--- src/rtl/synth_pfd_pkg.sv ---
package synth_pfd_pkg;

  // Single-cycle falling-edge strobes from the dividers to the detector
  typedef struct packed {
    logic refFall;
    logic vcoFall;
  } divEdges_t;

endpackage

--- src/rtl/synth_div_path.sv ---
module synth_div_path
  import synth_pfd_pkg::*;
#(
  parameter int REF_RATIO = 512,
  parameter int N_W       = 15,
  parameter int N_MIN     = 256
) (
  input  logic           clk,
  input  logic           rstN,
  input  logic           refTick,
  input  logic           vcoTick,
  input  logic [N_W-1:0] divN,
  output divEdges_t      edgeStb,
  output logic           refSig,
  output logic           vcoSig
);

  localparam int REF_W = $clog2(REF_RATIO);
  localparam logic [REF_W-1:0] REF_LAST = REF_W'(REF_RATIO - 1);
  localparam logic [REF_W-1:0] REF_HALF = REF_W'(REF_RATIO / 2);
  localparam logic [N_W-1:0]   N_FLOOR  = N_W'(N_MIN);

  logic [REF_W-1:0] refCnt;
  logic [N_W-1:0]   vcoCnt;
  logic [N_W-1:0]   nCur;
  logic [N_W-1:0]   nEff;
  logic             refWrap;
  logic             vcoWrap;

  // Reference divider: fixed ratio, falls on wrap to zero
  assign refWrap = refTick && (refCnt == REF_LAST);

  always_ff @(posedge clk or negedge rstN) begin
    if (!rstN) begin
      refCnt <= '0;
    end else if (refTick) begin
      refCnt <= refWrap ? '0 : refCnt + 1'b1;
    end
  end

  // Programmable divider: ratio latched at each wrap, floored at N_MIN
  assign nEff    = (divN < N_FLOOR) ? N_FLOOR : divN;
  assign vcoWrap = vcoTick && (vcoCnt == nCur - 1'b1);

  always_ff @(posedge clk or negedge rstN) begin
    if (!rstN) begin
      vcoCnt <= '0;
      nCur   <= N_FLOOR;
    end else if (vcoWrap) begin
      vcoCnt <= '0;
      nCur   <= nEff;
    end else if (vcoTick) begin
      vcoCnt <= vcoCnt + 1'b1;
    end
  end

  assign refSig = (refCnt >= REF_HALF);
  assign vcoSig = (vcoCnt >= (nCur >> 1));

  assign edgeStb.refFall = refWrap;
  assign edgeStb.vcoFall = vcoWrap;

endmodule

--- src/rtl/synth_pfd_ctrl.sv ---
module synth_pfd_ctrl
  import synth_pfd_pkg::*;
#(
  parameter int PW_W        = 8,
  parameter int LOCK_CYCLES = 4
) (
  input  logic            clk,
  input  logic            rstN,
  input  divEdges_t       edgeStb,
  input  logic [PW_W-1:0] lockWindow,
  output logic            upAct,
  output logic            dnAct,
  output logic            pairDone,
  output logic            lockFlag
);

  localparam int GOOD_W = $clog2(LOCK_CYCLES + 1);
  localparam logic [GOOD_W-1:0] GOOD_FULL = GOOD_W'(LOCK_CYCLES);

  logic              setUp;
  logic              setDn;
  logic              active;
  logic [PW_W-1:0]   pwCnt;
  logic [PW_W:0]     measured;
  logic              goodCmp;
  logic [GOOD_W-1:0] goodCnt;

  // Each fall sets its flop; seeing both edges clears the pair
  assign setUp    = upAct | edgeStb.vcoFall;
  assign setDn    = dnAct | edgeStb.refFall;
  assign pairDone = setUp & setDn;
  assign active   = upAct | dnAct;

  always_ff @(posedge clk or negedge rstN) begin
    if (!rstN) begin
      upAct <= 1'b0;
      dnAct <= 1'b0;
    end else begin
      upAct <= setUp & ~setDn;
      dnAct <= setDn & ~setUp;
    end
  end

  // Width of the request in cycles, saturating
  always_ff @(posedge clk or negedge rstN) begin
    if (!rstN) begin
      pwCnt <= '0;
    end else if (pairDone) begin
      pwCnt <= '0;
    end else if (active && (pwCnt != {PW_W{1'b1}})) begin
      pwCnt <= pwCnt + 1'b1;
    end
  end

  assign measured = {1'b0, pwCnt} + {{PW_W{1'b0}}, active};
  assign goodCmp  = (measured < {1'b0, lockWindow});

  // Consecutive narrow comparisons qualify lock
  always_ff @(posedge clk or negedge rstN) begin
    if (!rstN) begin
      goodCnt <= '0;
    end else if (pairDone) begin
      if (!goodCmp) begin
        goodCnt <= '0;
      end else if (goodCnt != GOOD_FULL) begin
        goodCnt <= goodCnt + 1'b1;
      end
    end
  end

  assign lockFlag = (goodCnt == GOOD_FULL);

endmodule

--- src/rtl/synth_pfd_core.sv ---
module synth_pfd_core
  import synth_pfd_pkg::*;
#(
  parameter int REF_RATIO   = 512,
  parameter int N_W         = 15,
  parameter int N_MIN       = 256,
  parameter int PW_W        = 8,
  parameter int LOCK_CYCLES = 4
) (
  input  logic            clk,
  input  logic            rstN,
  input  logic            refTick,
  input  logic            vcoTick,
  input  logic [N_W-1:0]  divN,
  input  logic [PW_W-1:0] lockWindow,
  input  logic            pumpOff,
  input  logic            testRoute,
  input  logic            hiCurrent,
  input  logic            ampDisable,
  input  logic [3:0]      portBits,
  output logic            pumpUp,
  output logic            pumpDown,
  output logic            pumpDrive,
  output logic            lockFlag,
  output logic            hiCurrentSel,
  output logic            ampEnable,
  output logic [3:0]      portOut
);

  divEdges_t edgeStb;
  logic      refSig;
  logic      vcoSig;
  logic      upAct;
  logic      dnAct;
  logic      pairDone;

  synth_div_path #(
    .REF_RATIO (REF_RATIO),
    .N_W       (N_W),
    .N_MIN     (N_MIN)
  ) u_path (
    .clk     (clk),
    .rstN    (rstN),
    .refTick (refTick),
    .vcoTick (vcoTick),
    .divN    (divN),
    .edgeStb (edgeStb),
    .refSig  (refSig),
    .vcoSig  (vcoSig)
  );

  synth_pfd_ctrl #(
    .PW_W        (PW_W),
    .LOCK_CYCLES (LOCK_CYCLES)
  ) u_ctrl (
    .clk        (clk),
    .rstN       (rstN),
    .edgeStb    (edgeStb),
    .lockWindow (lockWindow),
    .upAct      (upAct),
    .dnAct      (dnAct),
    .pairDone   (pairDone),
    .lockFlag   (lockFlag)
  );

  assign pumpUp       = upAct & ~pumpOff;
  assign pumpDown     = dnAct & ~pumpOff;
  assign pumpDrive    = (upAct | dnAct) & ~pumpOff;
  assign hiCurrentSel = hiCurrent;
  assign ampEnable    = ~ampDisable;

  // Bit 3 and bit 2 carry the divided signals in test routing
  always_comb begin
    portOut = portBits;
    if (testRoute) begin
      portOut[3] = vcoSig;
      portOut[2] = refSig;
    end
  end

endmodule

--- config.mk ---
export PLATFORM = sky130hd
export DESIGN_NAME = synth_pfd_core
export DESIGN_NICKNAME = d
export VERILOG_FILES = /design/src/rtl/synth_pfd_pkg.sv /design/src/rtl/synth_div_path.sv /design/src/rtl/synth_pfd_ctrl.sv /design/src/rtl/synth_pfd_core.sv
export SDC_FILE = /design/constraint.sdc
export NUM_CORES = 1
export LEC_CHECK = 0
export BUFFER_PORTS_ARGS = -buffer_cell sky130_fd_sc_hd__buf_2
export CELL_PAD_IN_SITES_DETAIL_PLACEMENT = 0
export CELL_PAD_IN_SITES_GLOBAL_PLACEMENT = 1
export CORE_ASPECT_RATIO = 1.5
export CORE_MARGIN = 1.5
export CORE_UTILIZATION = 49
export CTS_CLUSTER_SIZE = 28
export DETAILED_ROUTE_END_ITERATION = 12
export GPL_ROUTABILITY_DRIVEN = 0
export HOLD_SLACK_MARGIN = 0.05
export PLACE_DENSITY = 0.92
export RECOVER_POWER = 25
export SLEW_MARGIN = 20
export SYNTH_ARGS = -nofsm -noshare
export SYNTH_HDL_FRONTEND = slang
export SYNTH_HIERARCHICAL = 1
export SYNTH_SLANG_ARGS = --single-unit
--- constraint.sdc ---
create_clock -name clk -period 4.59 [get_ports clk]
set_input_delay 0.459 -clock clk [delete_from_list [all_inputs] [get_ports clk]]
set_output_delay 0.459 -clock clk [all_outputs]
set_load 0.02 [all_outputs]
==> impl_metrics.json <==
{
  "holdPathEnd": "u_path/nCur[6]",
  "grt_usage": 0.2027,
  "max_freq_mhz": 311.0,
  "overflow": 0,
  "layout_commonest_cell": "dfrtp_1",
  "fin_crit_sh": 0.7006,
  "rows": 39,
  "cp.arrival_ns": 2.76,
  "crit_type": "reg -> out",
  "num_vias": 2955,
  "worstPathRequired_ns": 4.13,
  "yosys_warnings": 6,
  "syn-cell-area_um2": 3827,
  "violations": "capacitance limit, slew limit",
  "grt_antenna_before_repair": 0,
  "syn-num-nets": 473,
  "cts_buffers": 5,
  "setup.worst_path.start": "u_path/nCur[2]",
  "power.leakage_nw": 1.999,
  "cap_viol_max_count": 1,
  "worst_pin_slew_ns": 2.717,
  "holdCritStartpoint": "divN[6]",
  "final_area_um2": 4174,
  "num_antenna_cells": 0,
  "yosysSeqAreaShare": 0.3403,
  "syn_inst": 407,
  "wl_per_cell_um": 14.34,
  "layout.cells.most_common_list": "dfrtp_1, inv_1, buf_2, nor2_1",
  "holdPathStages": 3,
  "ir_drop_uv": 163.5,
  "rrSetupSlack_ns": 1.52,
  "rsz0062_at_grt": "false",
  "hold_class": "in -> reg",
  "slew_violations": 53,
  "hpwl_mm": 5.945,
  "synth-seq-cells": 52,
  "cts_root_buf": "clkbuf_16",
  "syn2layout_area_growth_pct": 9.055,
  "postCtsSetupBuffers": 0,
  "drc": 0,
  "rr_startpoint": "u_path/nCur[0]",
  "reg2regPathDepth": 12,
  "post-route-min-period_ns": 3.216,
  "critPathMaxFanout": 5,
  "nets": 505,
  "io_pins": 45,
  "grt_max_degree": 53,
  "postSynth.asyncResetShare": 1.000,
  "wirelength_mm": 7.773,
  "cpMaxStageDelayCell": "dfrtp_1",
  "detail_route.iter0.violations": 96,
  "setup_violations": 0,
  "clock_skew_ns": 0.007721,
  "cp.buffers_inverters": 2,
  "grt_pass1_wl_mm": 13.30,
  "critPathMaxStageDelay_ns": 0.50,
  "fp.dieW_um": 75.16,
  "via_per_inst": 5.452,
  "coreArea_um2": 7612,
  "cp_cell_sequence": "inv_1 > ha_1 > nor2b_1 > o21a_1 > o21a_1 > o21ai_0 > a221oi_1 > a211oi_1 > o21ai_0 > mux2_4 > buf_2",
  "clk_pin_slew_ns": 0.07,
  "layoutNonFillerInstCount": 542,
  "hold_viol": 0,
  "place_area_um2": 4031,
  "clockBufferDepth": 2,
  "drive_gt1_frac": 0.1523,
  "dr.pass1.iters": 4,
  "die_y_um": 111.2,
  "cp-start-kind": "flop",
  "ys_types": 55,
  "synth_flop_cell": "dfrtp_1",
  "setup_tns_ns": 0,
  "ant_nets": 0,
  "cts_sinks": 52,
  "crit_family": "compound AO/OA/AOI/OAI gates",
  "hold_buffers": 0,
  "cellPowerDensity_nw_per_um2": 278.9,
  "die-area_um2": 8361,
  "cts_max_level": 2,
  "cts_tree": "built",
  "io_buffers": 38,
  "synth_edf_count": 0,
  "whs_ns": 0.3990,
  "avgSynthCellArea_um2": 9.404,
  "status": "complete, but fails checks",
  "grt_pass1_vias": 3128,
  "placedCellCount": 534,
  "cp-end-kind": "primary output",
  "clock_latency_ns": 0.29,
  "relSlewSlack": -0.8114,
  "worst_r2r_endpoint": "u_ctrl/goodCnt[2]",
  "initial_utilization": 0.5028,
  "cts-resized-gates": 0
}
tightest hold or removal path, cell delays in order:
cell	delay [ns]
buf_2	0.10
nand2_1	0.04
mux2i_1	0.05
state kept, by name (all words and copies together), names as in the netlist:
name	cells
u_ctrl/goodCnt	3
u_path/nCur	15
u_ctrl/dnAct	1
u_path/refCnt	9
u_path/vcoCnt	15
u_ctrl/upAct	1
u_ctrl/pwCnt	8
power by group:
group	switching [mW]	internal, mW	total (mW)
clock	0.175	0.203	0.379
sequential	0.0725	0.507	0.579
combinational	0.106	0.100	0.206
total	0.353	0.811	1.16
Yosys cell counts, types with 2 or more instances:
library cell,number,share of area
nand2b_1,3,0.0049
mux2_4,7,0.027
and2_1,6,0.0098
o21a_1,4,0.0078
nand4_1,10,0.016
nor4_1,3,0.0049
buf_6,4,0.012
nand3_1,17,0.022
nor2_1,38,0.037
o211ai_2,2,0.0065
and4_1,3,0.0069
nor3_1,8,0.010
xnor2_1,26,0.059
a211oi_1,5,0.0098
o211ai_1,2,0.0039
o22ai_1,5,0.0082
mux2_2,2,0.0059
or3_1,2,0.0033
o21ai_0,14,0.018
dfrtp_1,51,0.33
inv_1,38,0.037
buf_4,6,0.012
a21o_1,4,0.0078
nand2_1,31,0.030
a21oi_1,8,0.010
o2111ai_1,2,0.0046
clkbuf_1,3,0.0029
xor2_1,20,0.046
nor2b_1,6,0.0098
a31oi_1,2,0.0033
ha_1,31,0.10
mux2i_1,13,0.034
and3_1,9,0.015
kinds of logic after synthesis:
logic type / after synthesis / share of synthesized area
AND/OR/NAND/NOR: 144 / 0.1945
buffers and inverters: 52 / 0.06898
adder cells (fa/ha/maj): 31 / 0.1013
multiplexers: 22 / 0.06734
XOR/XNOR: 46 / 0.1053
flip-flops: 52 / 0.3403
AO/OA/AOI/OAI: 60 / 0.1223
worst max-delay path by stage:
| stage | to | depth (start not counted) | slack, ns |
|---|---|---|---|
| floorplan | u_ctrl/goodCnt[0] | 13 | 1.86 |
| global placement | u_path/nCur[14] | 9 | 1.64 |
| detailed placement | u_path/nCur[14] | 9 | 1.53 |
| CTS | portOut[3] | 11 | 1.38 |
| global route | u_path/vcoCnt[2] | 2 | 1.19 |
| finish | portOut[3] | 11 | 1.37 |
per-stage QoR:
step,power [mW],setup slack (ns),utilization
floorplan,0.7237,1.864,-
global placement,0.7852,1.640,0.5296
detailed placement,0.7963,1.526,0.5296
CTS,1.179,1.376,0.5488
global route,1.231,1.188,0.5483
finish,1.164,1.374,0.5483
final cells by class:
cell class                      instances  area [um^2]
Multi-Input combinational cell        303         2261
Tap cell                              102        127.6
Clock buffer                            5        125.1
Clock inverter                          3        21.27
Sequential cell                        52         1303
Inverter                               38        142.6
Timing Repair Buffer                   39        193.9
Fill cell                             703         3438
layer usage:
layer / global-route usage / up-vias / share of wire
li1: - / 1475 / -
met1: 0.1991 / 1412 / 0.40
met2: 0.3870 / 50 / 0.55
met3: 0.03182 / 18 / 0.023
met4: 0.09643 / 0 / 0.034
met5: 0 / - / 0
Power figures use the tool's default switching activity.
